[config.mk]
export PLATFORM = sky130hd
export DESIGN_NAME = rx_detect_seq
export DESIGN_NICKNAME = d
export VERILOG_FILES = /design/src/rtl/rxd_pkg.sv /design/src/rtl/rxd_fsm.sv /design/src/rtl/rxd_stab_timer.sv /design/src/rtl/rx_detect_seq.sv
export SDC_FILE = /design/constraint.sdc
export NUM_CORES = 1
export LEC_CHECK = 0
export ABC_AREA = 1
export BUFFER_PORTS_ARGS = -buffer_cell sky130_fd_sc_hd__buf_2
export CAP_MARGIN = 10
export CORE_ASPECT_RATIO = 0.75
export CORE_MARGIN = 2
export CORE_UTILIZATION = 61
export CTS_BUF_LIST = sky130_fd_sc_hd__clkbuf_16
export CTS_CLUSTER_SIZE = 40
export DETAILED_ROUTE_END_ITERATION = 12
export GPL_ROUTABILITY_DRIVEN = 0
export PLACE_DENSITY = 0.81
export SLEW_MARGIN = 20
export SYNTH_ARGS = -nofsm -noshare
export SYNTH_HDL_FRONTEND = slang
export SYNTH_HIERARCHICAL = 1
export SYNTH_SLANG_ARGS = --single-unit
[constraint.sdc]
create_clock -name clk -period 2.23 [get_ports clk]
set_input_delay 0.3345 -clock clk [delete_from_list [all_inputs] [get_ports clk]]
set_output_delay 0.3345 -clock clk [all_outputs]
set_load 0.005 [all_outputs]
[src/rtl/rxd_pkg.sv]
package rxd_pkg;

  typedef enum logic [1:0] {
    LT_QUIET  = 2'd0,
    LT_ACTIVE = 2'd1,
    LT_POLL   = 2'd2
  } lt_state_e;

  localparam logic [2:0] RXSTAT_PRESENT = 3'b011;

  // Detection completes only on a PHY pulse carrying the "present" code.
  function automatic logic detect_hit(input logic phy, input logic [2:0] st);
    return phy && (st == RXSTAT_PRESENT);
  endfunction

  // Next state of the detect sequence.
  function automatic lt_state_e next_state(input lt_state_e cur, input logic lock,
                                           input logic hit);
    lt_state_e n;
    n = cur;
    case (cur)
      LT_QUIET:  n = lock ? LT_ACTIVE : LT_QUIET;
      LT_ACTIVE: n = !lock ? LT_QUIET : (hit ? LT_POLL : LT_ACTIVE);
      LT_POLL:   n = !lock ? LT_QUIET : LT_POLL;
      default:   n = LT_QUIET;
    endcase
    return n;
  endfunction

endpackage

[src/rtl/rxd_fsm.sv]
module rxd_fsm
  import rxd_pkg::*;
(
  input  logic      clk,
  input  logic      rst_n,
  input  logic      pll_lock_i,
  input  logic      det_hit_i,
  output lt_state_e state_o,
  output logic      poll_entry_o
);

  lt_state_e state_q, state_d;

  always_comb state_d = next_state(state_q, pll_lock_i, det_hit_i);

  assign poll_entry_o = (state_q != LT_POLL) && (state_d == LT_POLL);
  assign state_o      = state_q;

  always_ff @(posedge clk or negedge rst_n) begin
    if (!rst_n) state_q <= LT_QUIET;
    else        state_q <= state_d;
  end


  quiet_hold_chk: assert property (@(posedge clk) disable iff (!rst_n)
    (state_q == LT_QUIET && !pll_lock_i) |=> (state_q == LT_QUIET));


  detect_go_chk: assert property (@(posedge clk) disable iff (!rst_n)
    (state_q == LT_ACTIVE && pll_lock_i && det_hit_i) |=> (state_q == LT_POLL));

endmodule

[src/rtl/rxd_stab_timer.sv]
module rxd_stab_timer #(
  parameter int unsigned HOLD_CYC = 375000
) (
  input  logic clk,
  input  logic rst_n,
  input  logic run_i,
  input  logic sig_det_i,
  output logic stable_o,
  output logic restart_o
);

  localparam int unsigned CW = $clog2(HOLD_CYC + 1);
  localparam logic [CW-1:0] LIMIT = CW'(HOLD_CYC);

  logic          sd_q;
  logic [CW-1:0] cnt_q, cnt_d;

  function automatic logic [CW-1:0] bump(input logic [CW-1:0] c);
    return (c == LIMIT) ? c : c + 1'b1;
  endfunction

  assign restart_o = run_i && (sig_det_i != sd_q);
  assign stable_o  = (cnt_q == LIMIT);

  always_comb begin
    if (!run_i || restart_o) cnt_d = '0;
    else                     cnt_d = bump(cnt_q);
  end

  always_ff @(posedge clk or negedge rst_n) begin
    if (!rst_n) begin
      sd_q  <= 1'b0;
      cnt_q <= '0;
    end else begin
      sd_q  <= sig_det_i;
      cnt_q <= cnt_d;
    end
  end


  restart_clear_chk: assert property (@(posedge clk) disable iff (!rst_n)
    restart_o |=> !stable_o);


  stable_keep_chk: assert property (@(posedge clk) disable iff (!rst_n)
    (run_i && stable_o && !restart_o) |=> stable_o);

endmodule

[src/rtl/rx_detect_seq.sv]
module rx_detect_seq #(
  parameter int unsigned HOLD_CYC = 375000
) (
  input  logic       clk,
  input  logic       rst_n,
  input  logic       pll_lock_i,
  input  logic       phy_status_i,
  input  logic [2:0] rx_status_i,
  input  logic       sig_det_i,
  output logic [1:0] lt_state_o,
  output logic       rx_dig_rst_o
);
  import rxd_pkg::*;

  lt_state_e st;
  logic      det_hit;
  logic      poll_entry;
  logic      in_poll;
  logic      sd_stable;
  logic      sd_restart;

  assign det_hit = detect_hit(phy_status_i, rx_status_i);
  assign in_poll = (st == LT_POLL);

  rxd_fsm u_fsm (
    .clk          (clk),
    .rst_n        (rst_n),
    .pll_lock_i   (pll_lock_i),
    .det_hit_i    (det_hit),
    .state_o      (st),
    .poll_entry_o (poll_entry)
  );

  rxd_stab_timer #(.HOLD_CYC(HOLD_CYC)) u_timer (
    .clk       (clk),
    .rst_n     (rst_n),
    .run_i     (in_poll),
    .sig_det_i (sig_det_i),
    .stable_o  (sd_stable),
    .restart_o (sd_restart)
  );

  assign lt_state_o   = st;
  assign rx_dig_rst_o = !(in_poll && sd_stable);


  ignore_bad_status_chk: assert property (@(posedge clk) disable iff (!rst_n)
    (lt_state_o == 2'd1 && pll_lock_i && !(phy_status_i && rx_status_i == 3'b011))
      |=> (lt_state_o == 2'd1));


  poll_entry_rst_chk: assert property (@(posedge clk) disable iff (!rst_n)
    poll_entry |=> rx_dig_rst_o);


  lock_loss_chk: assert property (@(posedge clk) disable iff (!rst_n)
    (lt_state_o != 2'd0 && !pll_lock_i) |=> (lt_state_o == 2'd0 && rx_dig_rst_o));


  state_code_chk: assert property (@(posedge clk) disable iff (!rst_n)
    lt_state_o != 2'd3);


  restart_rst_chk: assert property (@(posedge clk) disable iff (!rst_n)
    sd_restart |=> rx_dig_rst_o);

endmodule

Yosys cells after proc, flatten, opt, wreduce, memory -nomap -nowiden. Cells that the tools add are included.

Bits in registers: 22. Output and inout bits: 3. Word-level logic and storage cells: 24. Bits of input ports: 8.

Equality and inequality tests: 6. $add $sub $neg: 1. Reduce and logical (&&, ||, !) cells: 7. Multiplexer cells: 7.

Operator list (count): 19-bit 2-to-1 mux (2); 19-bit by 1-bit adder with 19-bit output (second input constant) (1); 19-bit == test (second input constant) (1); 2-bit 2-to-1 mux (3); 2-bit case mux with 3 select lines (1); 3-bit by 2-bit == test with 1-bit output (second input constant) (1); 1-bit logical AND (3); 2-bit by 1-bit == test with 1-bit output (second input constant) (1); 2-bit == test (second input constant) (1); 1-bit logical NOT (2); 2-bit logical NOT (1); 2-bit by 1-bit != test with 1-bit output (second input constant) (1); 1-bit logical OR (1); 1-bit 2-to-1 mux (1); 1-bit != test (1).

Logic depth before layout (Yosys ltp).
Word-level depth: 5. Gate-level depth with buffers: 9. Depth with buffers taken out: 8.

Cells and area by module. The synthesis kept the hierarchy.

By module, submodules not included: rxd_stab_timer (seq. area each 500.5 um^2, area each 1290.0 um^2, cells each 190, times used 1); rxd_fsm (seq. area each 50.0 um^2, area each 91.3 um^2, cells each 12, times used 1); rx_detect_seq (seq. area each 0.0 um^2, area each 28.8 um^2, cells each 7, times used 1).

Least setup slack after synthesis. No wires, ideal clock.

Path kind: register to output. Start: register u_timer.cnt_q[0]. End: output port rx_dig_rst_o. Slack: 0.843 ns. Arrival: 1.052 ns. Cell stages (with the launch flop): 7. Data required time: 1.896 ns. Cell sequence: dfrtp_1 > inv_1 > ha_1 > nand3_1 > nor2_1 > and2_1 > nand2_1.

Longest elaborated chain between the ends: 3.

Ends and longest elaborated chain: from (decl) (RTL line rxd_stab_timer.sv:16) `logic [CW-1:0] cnt_q, cnt_d;`; from (signal assigned) (RTL line rxd_stab_timer.sv:36) `cnt_q <= cnt_d;`; 19-bit == test (RTL line rxd_stab_timer.sv:23) `assign stable_o = (cnt_q == LIMIT);`; via sd_stable (RTL line rx_detect_seq.sv:19) `logic sd_stable;`; 1-bit logical AND (RTL line rx_detect_seq.sv:44) `assign rx_dig_rst_o = !(in_poll && sd_stable);`; 1-bit logical NOT (RTL line rx_detect_seq.sv:44); to (decl) (RTL line rx_detect_seq.sv:11) `output logic rx_dig_rst_o`.

The timed path passes the listed nets, and every way through them passes these cells.

Worst setup path after layout.
Start: register u_timer.cnt_q[3]. End: output port rx_dig_rst_o.

The elaborated chain is that of the path after synthesis.

==> results.txt <==
The critical path in this run is classified as reg -> out. The summed instance area of the synthesized netlist came out at 1399 sq um. The final clock period utilization by the worst path is 0.8821. The setup TNS is 0 ns. The die outline area came out at 2696 sq um. The number of pins with negative max-slew slack in the final report came out at 0. The routed design could run at a clock period as short as 1.967 ns. Summing all multi-input logic gate instances after layout gives 726.9 sq um. The leakage power is around 0.64 nW. The sink count of the clock tree is 22. The total clock buffers created by CTS came out at 3. For the worst setup path, the data arrival time is 1.63 ns.

The detail-routed via count per cell came out at 5.583. In the global route stage, met2 resource usage came out at 0.4198. The number of filler instances in the final layout is about 170. Synthesis produced a netlist with a net count of 216. Power spread over the standard cell area amounts to between 500 and 600 nW/um^2. The gate count after technology mapping is ~210. The upper clock frequency limit is 508.4 MHz. The share of cells above drive strength 1 is 0.1009. The pin count of the biggest net entering global routing is 23. The worst setup path is launched from a flip-flop. The half-perimeter wire length of the detailed placement result is ~2.4 mm. The run finished with clean final reports. The net count of the finished layout came out at 229. After global routing the overflow that remains totals 0.

In this run the clock root is driven by a sky130_fd_sc_hd__clkbuf_16. Counting along the longest clock path gives a buffer depth of 2. The CTS tree is done. The maximum resistive drop on vdd is 559.1 uV.

The total count of hold-check failures in the final report came to 0. Registers take 550.5 sq um. In this run the vertical extent of the chip is 45.47 um. The via count is 1351. The required time of the critical path came out at 1.90 ns. The worst slew margin relative to its limit is 0.6746. The insertion delay to the later sink of the worst-skew pair came out at 0.25 ns. The area growth from synthesis to final layout came out at 10.20%. The via count of the first global-routing pass came out at 1218. The die span in x is 59.30 um. The mean cell area of the mapped netlist is roughly 6.8 sq um. The met1 track demand over resource is 0.3921. The DRC violation total after the first TritonRoute iteration came out at 138. Setup repair after global routing left no endpoint under its margin.

The worst min-delay path category is in -> async. The total detailed-routing wirelength is 3.313 mm. The first global-routing pass estimated 5.485 mm of wire. In this run the remaining antenna-violating nets after routing total 0. The number of antenna violations at the first check in global routing is 0. The port buffer count is 10. The fraction of met3 tracks used by global routing is 0.08523. Clock skew on the completed layout was measured at 0.001828 ns. Post-CTS timing repair inserted 0 buffers for setup. The total number of H-tree levels is 1. The maximum fanout along the worst path came out at 9. Across the run, the number of max-cap violations was 0.

Once the clock tree was built, the resizer swapped 0 gates to a different size. The tightest hold path in the finished design has a slack of 0.03929 ns. For this run, the number of Yosys warnings is 6. The number of buffers inserted by hold repair at cts came out at 0. For this run, the total global-route usage over all layers was measured as 0.2794. The length of the first detailed-routing pass in iterations is 6.

The placeable core region came out at 2085 sq um. The clock-pin transition on the worst setup and hold timing paths is 0.06 ns. In this run the most used layer during global routing was met2.

The number of inserted diodes came out at 0. The kind of end point of the critical path is an output pin. For the pin with the worst max-slew slack, the measured transition is 0.4880 ns. The initial utilization of the core area, before any placement, comes to 0.6711. For this run, design rule violations remaining after detail routing come to 0. The floorplan has 14 rows. The I/O pin total came out at 11.

The routed length per instance came out at 13.69 um. Setup violations remaining at the end of the flow were counted as 0.
-- worst paths after layout --
| kind | to | cells past startpoint | start | slack [ns] |
|---|---|---|---|---|
| worst max register to register | u_timer/cnt_q[14] | 7 | u_timer/cnt_q[1] | 0.61 |
| min in group clk | u_timer/sd_q | 1 | sig_det_i | 0.21 |
| worst max-delay path | rx_dig_rst_o | 5 | u_timer/cnt_q[3] | 0.26 |
| worst min-delay path | u_fsm/state_o[0] | 1 | rst_n | 0.04 |
| max in group asynchronous | u_timer/cnt_q[8] | 1 | rst_n | 1.86 |
| worst min register to register | u_fsm/state_o[0] | 1 | u_fsm/state_o[1] | 0.49 |
-- power breakdown --
group	internal, W	switching, W	total [W]
clock network	0.000239	0.000138	0.000377
logic	0.00000840	0.0000141	0.0000225
registers	0.000402	0.00000201	0.000404
total	0.000649	0.000154	0.000803
-- per-stage QoR --
step	util	area (sq um)	setup slack [ns]	total power, W	std cells
4_1_cts	0.7395	1541	0.3228	0.0008092	242
3_5_place_dp	0.7017	1463	0.6199	0.0004341	238
3_3_place_gp	0.7017	1463	0.6592	0.0004328	238
5_1_grt	0.7395	1541	0.1461	0.0008269	242
6_report	0.7395	1541	0.2629	0.0008031	242
2_1_floorplan	-	1399	0.8433	0.0004173	206
-- metal layers --
layer  wire, um  vias to the layer above
met1       1489                      605
met3        338                        6
met5          0                        -
met2       1447                       69
met4         38                        0
li1           -                      671
-- cell usage in the layout, fill, tap and decap left out, types with 4 or more instances in the layout --
cell type,instances
sky130_fd_sc_hd__nand2_1,52
sky130_fd_sc_hd__dfrtp_1,22
sky130_fd_sc_hd__nor2_1,40
sky130_fd_sc_hd__o21ai_0,4
sky130_fd_sc_hd__nand3_1,16
sky130_fd_sc_hd__nand4_1,4
sky130_fd_sc_hd__nor3_1,12
sky130_fd_sc_hd__nor2_2,4
sky130_fd_sc_hd__inv_1,26
sky130_fd_sc_hd__xor2_1,5
sky130_fd_sc_hd__a21oi_1,6
sky130_fd_sc_hd__buf_2,10
-- registers in the layout, summed over array words and instances, names as in the netlist --
| name | cells |
|---|---|
| u_fsm/state_o | 2 |
| u_timer/cnt_q | 19 |
| u_timer/sd_q | 1 |
-- layout make-up --
type,instances,area share
multi-input combinational,155,0.4716
inverter,26,0.06331
timing repair buffer,11,0.03734
tap,24,0.01948
clock inverter,1,0.002435
clock buffer,3,0.04870
sequential,22,0.3571
-- critical path, stage by stage, from the launching register on --
cell and delay [ns]:
sky130_fd_sc_hd__dfrtp_1 0.53, sky130_fd_sc_hd__nand2_1 0.19, sky130_fd_sc_hd__nor3_1 0.31, sky130_fd_sc_hd__and2_1 0.17, sky130_fd_sc_hd__nand2_1 0.05, sky130_fd_sc_hd__buf_2 0.12
(Power assumes the default switching activity.)
